===== src/rtl/clr_pkg.sv =====
package clr_pkg;
    parameter int ADDR_W        = 24;
    parameter int DATA_W        = 16;
    parameter int BYTE_W        = 8;
    parameter int REG_COUNT     = 32;
    parameter int SLOT_COUNT    = 6;
    parameter int WIN_AW        = 16;
    parameter int BOOT_WAW      = 14;
    parameter int SLOT_HI_W     = 6;
    parameter int SLOT_BASE     = 2;
    parameter int REGS_PER_SLOT = 3;
    parameter int LOCK_BIT      = 8;
    parameter int READ_BIT      = 9;
    parameter int CART_BIT      = 10;

    localparam int REG_IDX_W = $clog2(REG_COUNT);
    localparam int SLOT_WAW  = SLOT_HI_W + DATA_W - 1;

    typedef logic [DATA_W-1:0]   word_t;
    typedef logic [SLOT_WAW-1:0] slot_waddr_t;

    typedef struct packed {
        logic [REG_COUNT-1:0][DATA_W-1:0]    regs;
        logic [SLOT_COUNT-1:0][SLOT_WAW-1:0] slot_addr;
        logic [SLOT_COUNT-1:0][DATA_W-1:0]   slot_data;
        logic                                locked;
        logic                                rd_valid;
        logic [DATA_W-1:0]                   rd_data;
    } clr_state_t;
endpackage


===== src/rtl/clr_lane_merge.sv =====
module clr_lane_merge
    import clr_pkg::*;
(
    input  word_t old_word,
    input  word_t wr_word,
    input  logic  full_word,
    input  logic  low_lane,
    output word_t new_word
);
    always_comb begin
        if (full_word) begin
            new_word = wr_word;
        end else if (low_lane) begin
            new_word = {old_word[DATA_W-1:BYTE_W], wr_word[BYTE_W-1:0]};
        end else begin
            new_word = {wr_word[BYTE_W-1:0], old_word[BYTE_W-1:0]};
        end
    end
endmodule


===== src/rtl/clr_slot_match.sv =====
module clr_slot_match
    import clr_pkg::*;
(
    input  slot_waddr_t                         probe,
    input  logic [SLOT_COUNT-1:0][SLOT_WAW-1:0] slot_addr,
    input  logic [SLOT_COUNT-1:0][DATA_W-1:0]   slot_data,
    input  logic                                armed,
    output logic                                hit,
    output word_t                               hit_data
);
    logic [SLOT_COUNT-1:0] eq;

    for (genvar k = 0; k < SLOT_COUNT; k++) begin : g_cmp
        assign eq[k] = armed && (probe == slot_addr[k]);
    end

    always_comb begin
        hit      = |eq;
        hit_data = '0;
        for (int k = SLOT_COUNT - 1; k >= 0; k--) begin
            if (eq[k]) begin
                hit_data = slot_data[k];
            end
        end
    end
endmodule


===== src/rtl/code_lock_regfile.sv =====
module code_lock_regfile
    import clr_pkg::*;
(
    input  logic                clk,
    input  logic                rst_n,
    input  logic [ADDR_W-1:0]   bus_addr,
    input  logic [DATA_W-1:0]   bus_wdata,
    input  logic                bus_word,
    input  logic                bus_wr,
    input  logic                bus_rd,
    output logic [DATA_W-1:0]   rd_data,
    output logic                rd_valid,
    output logic [BOOT_WAW-1:0] boot_addr,
    input  logic [DATA_W-1:0]   boot_data,
    output logic [SLOT_WAW-1:0] cart_addr,
    input  logic [DATA_W-1:0]   cart_data
);
    clr_state_t st_q, st_d;

    logic [REG_IDX_W-1:0] reg_idx;
    logic                 low_win;
    word_t                merged_word;
    logic                 patch_hit;
    word_t                patch_word;

    // Signals brought out for the bound checker
    logic                                locked_w;
    word_t                               reg0_w;
    logic                                reg1_flag_w;
    logic [SLOT_COUNT-1:0][SLOT_WAW-1:0] slot_addr_w;

    assign reg_idx   = bus_addr[REG_IDX_W:1];
    assign low_win   = (bus_addr[ADDR_W-1:WIN_AW] == '0);
    assign boot_addr = bus_addr[BOOT_WAW:1];
    assign cart_addr = bus_addr[SLOT_WAW:1];

    clr_lane_merge u_merge (
        .old_word  (st_q.regs[reg_idx]),
        .wr_word   (bus_wdata),
        .full_word (bus_word),
        .low_lane  (bus_addr[0]),
        .new_word  (merged_word)
    );

    clr_slot_match u_match (
        .probe     (bus_addr[SLOT_WAW:1]),
        .slot_addr (st_q.slot_addr),
        .slot_data (st_q.slot_data),
        .armed     (st_q.locked),
        .hit       (patch_hit),
        .hit_data  (patch_word)
    );

    always_comb begin
        word_t wr_val;
        st_d          = st_q;
        st_d.rd_valid = bus_rd;
        wr_val        = merged_word;

        // read path, one register stage
        if (bus_rd) begin
            if (!st_q.locked && low_win && st_q.regs[0][READ_BIT]) begin
                st_d.rd_data = st_q.regs[reg_idx];
            end else if (!st_q.locked && low_win && !st_q.regs[0][CART_BIT]) begin
                st_d.rd_data = boot_data;
            end else if (patch_hit) begin
                st_d.rd_data = patch_word;
            end else begin
                st_d.rd_data = cart_data;
            end
        end

        // write path, closed once locked
        if (bus_wr && !st_q.locked && low_win) begin
            if (reg_idx == REG_IDX_W'(1)) begin
                wr_val[0] = 1'b1;
            end
            st_d.regs[reg_idx] = wr_val;
            if ((reg_idx == '0) && wr_val[LOCK_BIT]) begin
                st_d.locked = 1'b1;
                for (int k = 0; k < SLOT_COUNT; k++) begin
                    st_d.slot_addr[k] = {
                        st_q.regs[SLOT_BASE + REGS_PER_SLOT*k][SLOT_HI_W-1:0],
                        st_q.regs[SLOT_BASE + REGS_PER_SLOT*k + 1][DATA_W-1:1]
                    };
                    st_d.slot_data[k] = st_q.regs[SLOT_BASE + REGS_PER_SLOT*k + 2];
                end
            end
        end
    end

    always_ff @(posedge clk or negedge rst_n) begin
        if (!rst_n) begin
            st_q <= '0;
        end else begin
            st_q <= st_d;
        end
    end

    assign rd_data     = st_q.rd_data;
    assign rd_valid    = st_q.rd_valid;
    assign locked_w    = st_q.locked;
    assign reg0_w      = st_q.regs[0];
    assign reg1_flag_w = st_q.regs[1][0];
    assign slot_addr_w = st_q.slot_addr;
endmodule


===== config.mk =====
export PLATFORM = sky130hd
export DESIGN_NAME = code_lock_regfile
export DESIGN_NICKNAME = d
export VERILOG_FILES = /design/src/rtl/clr_pkg.sv /design/src/rtl/clr_lane_merge.sv /design/src/rtl/clr_slot_match.sv /design/src/rtl/code_lock_regfile.sv
export SDC_FILE = /design/constraint.sdc
export NUM_CORES = 2
export LEC_CHECK = 0
export ABC_AREA = 0
export BUFFER_PORTS_ARGS = -buffer_cell sky130_fd_sc_hd__buf_2
export CELL_PAD_IN_SITES_DETAIL_PLACEMENT = 0
export CELL_PAD_IN_SITES_GLOBAL_PLACEMENT = 2
export CORE_MARGIN = 4
export CORE_UTILIZATION = 47
export DETAILED_ROUTE_END_ITERATION = 10
export PLACE_DENSITY_LB_ADDON = 0.1
export SLEW_MARGIN = 20
export SYNTH_ARGS = -nofsm -noshare
export SYNTH_HDL_FRONTEND = slang
export SYNTH_SLANG_ARGS = --single-unit
export TNS_END_PERCENT = 50

===== constraint.sdc =====
create_clock -name clk -period 8.1 [get_ports clk]
set_clock_uncertainty 0.2 [all_clocks]
set_input_delay 0.81 -clock clk [delete_from_list [all_inputs] [get_ports clk]]
set_output_delay 0.81 -clock clk [all_outputs]
set_load 0.03 [all_outputs]

==> metrics <==
DRC viols 0; Final nets slightly below 3000; Die ar. between 80000 and 90000 sq um; proportion of layout cells with a drive suffix above 1 roughly a third; initial core utilization a little under half; reg2reg end slot_addr_w[41]; pins over their slew limit 0; Mapped Cells roughly 2900; cell taking the most area after synthesis dfrtp_1; ANT nets after route 0; Rows 101; CP max stage cell o31a_2; CP required around 8.4 ns; final core utilization between 50 and 60%; synthesized flop and latch total 752; r2r setup slk ~4 ns; clock-pin transition on the worst setup and hold timing paths roughly 0.060 ns; critical path class primary input to register; first-pass GRT wire length approximately 170 mm; worst vdd ir about 0.15 mV; Die Ht around 280 um; worst r2r path cells 8; synth warn 0; core area roughly 76000 sq um; critical path's largest stage delay between 0.8 and 0.9 ns; Final Routed Wirelength roughly 120 mm; CTS Sinks about 750; wire per inst roughly 30 um; port bufs ~130; fin area approximately 40000 sq um; area post-placement roughly 37000 sq um; leakage power between 15 and 20 nW; Post-synth EDFFs 0; Syn Std Cell Area 35900 sq um; Num CTS Buffers 83; PostCTS Resize Cnt 0; I/O Pins approximately 130; worst slew pin tran roughly 1.2 ns; post-route setup TNS 0 ns; Post-Syn Nets about 3000; CTS tree done; commonest non-fill, non-tap cells in the layout 752 x dfrtp_1, 298 x nor2_1, 288 x a21oi_1, 271 x mux2_2, 169 x mux2_4; hold buffers post-CTS 0; top cell type's share of synthesized area about 52%; root buffer cell clkbuf_16; initial antenna violation count 8; Reg2Reg Launch Point st_q[552]; Worst EP arrival between 5 and 6 ns; die width about 280 um; final worst path period share between 60% and 70%; vias per inst approximately 6.1; outcome complete, no violations; Synth-to-Final Area Change 10.9%; unrepaired setup endpoints after global routing false; number of DRC markers in iteration 0 1853; Setup crit end kind register; vias around 24000; clock latency on the worst-skew pair 0.64 ns; power density cells ~200 nW/um^2; vias in the first global route 23700; TritonRoute pass-1 iters 6; min cycle time layout just over 5 ns; Rel. slew slack a little over a fifth; GR Overflow Total 0; MaxCap Viol Count 0; # fillers 6497; Async S/R FF share, synth between 90% and 100%; crit start category primary input; largest net degree at the start of global routing 173; min-delay worst type primary input to asynchronous set/reset pin; CP Max Fanout 67; Hold Vio Cnt, Final 0; Mapped Avg Cell Area about 13 sq um; crit-path cells buf_6, buf_12, inv_1, nor3_1, nor4_1, nand4_1, mux2i_1, o31a_2, buf_12, mux2_2; Max Clk Rate approximately 200 MHz; CTS H-tree depth 3; most common cell after layout, fill and taps aside dfrtp_1; ys flop type dfrtp_1; postcts setup bufs 0; DP HPWL 79.8 mm; Total GRT Usage 28.8%; Setup violations, final 0; gpl congestion between 0.8 and 0.9; CP most frequent cell buf_12; number of library cell types mapped by synthesis 71; clock buffer depth 3; post-synthesis sequential area ratio between 50% and 60%; Area contributors post-synth dfrtp_1 52%, mux2_2 8.5%, mux4_2 7.5%
==> routing by layer <==
| metal | vias to the layer above | track usage [%] | routed length (um) |
|---|---|---|---|
| met5 | - | 0 | 27 |
| met4 | 4 | 8.59 | 3440 |
| met3 | 165 | 4.48 | 6910 |
| met2 | 776 | 45.3 | 54400 |
| met1 | 12500 | 41.6 | 51900 |
| li1 | 10300 | - | - |
==> worst max-delay path: cells and delay by family <==
family | cells | cell delay, ns
buffers and inverters | 4 | 1.59
AND/OR/NAND/NOR | 3 | 1.24
multiplexers | 2 | 0.67
AO/OA/AOI/OAI | 1 | 0.85
==> flip-flops by register name, summed over array words and instances (netlist names) <==
name	flops
reg0_w	16
rd_data	16
reg1_flag_w	1
st_q	591
slot_addr_w	126
rd_valid	1
locked_w	1
==> power breakdown <==
group          switching [mW]  total [mW]  internal, mW
sequential            0.00981        3.78          3.77
clock                    1.58        3.80          2.22
combinational           0.348       0.466         0.117
==> cell usage after synthesis (all sizes together) (4+ instances only) <==
cell type	count
a211oi	7
a21oi	295
a221o	13
a22oi	60
a311oi	13
and2	4
and3	19
and4	14
buf	177
clkbuf	120
dfrtp	752
mux2	440
mux2i	19
mux4	120
nand2	116
nand2b	4
nand3	10
nand3b	7
nand4	41
nor2	328
nor2b	9
nor3	23
nor4	21
o21ai	33
o221a	13
o41ai	14
or3	16
or4	5
xnor2	90
xor2	38
==> metrics by stage <==
stage	hold WS (ns)	power, mW	setup slack [ns]	std cells
2_1_floorplan	0.234	4.11	4.69	2866
3_3_place_gp	0.254	4.31	2.63	3748
3_5_place_dp	0.258	4.32	2.54	3748
4_1_cts	0.0462	8.12	3.20	3896
5_1_grt	0.0722	8.32	2.86	3898
6_report	0.0163	8.05	2.97	3901
==> worst max-delay path by stage <==
stage,from,end,cells past startpoint
6_report,bus_addr[2],slot_addr_w[41],10
5_1_grt,bus_addr[1],slot_addr_w[41],10
4_1_cts,bus_addr[1],slot_addr_w[125],10
3_5_place_dp,bus_addr[1],st_q[84],10
3_3_place_gp,bus_addr[1],st_q[102],10
2_1_floorplan,bus_addr[1],st_q[288],11
==> logic make-up (layout without fill, tap and decap cells) <==
| kind of cell | Yosys count | in the layout | synth area share (%) |
|---|---|---|---|
| AND/OR/NAND/NOR | 636 | 636 | 8.24 |
| AO/OA/AOI/OAI | 471 | 471 | 7.99 |
| XOR/XNOR | 128 | 128 | 3.12 |
| other | 0 | 3 | 0 |
| buffers and inverters | 300 | 354 | 4.57 |
| flip-flops | 752 | 752 | 52.4 |
| multiplexers | 579 | 579 | 23.6 |
==> cell type report <==
class	count	area, sq um	share of cell area (%)
Sequential cell	752	18800	47.3
Multi-Input combinational cell	1814	15700	39.3
Clock buffer	120	2410	6.05
Timing Repair Buffer	203	1370	3.43
Tap cell	978	1220	3.07
Clock inverter	28	313	0.786
Inverter	3	11.3	0.0283
Antenna cell	3	7.51	0.0189
Note: power is estimated with default switching activity, not from simulation.
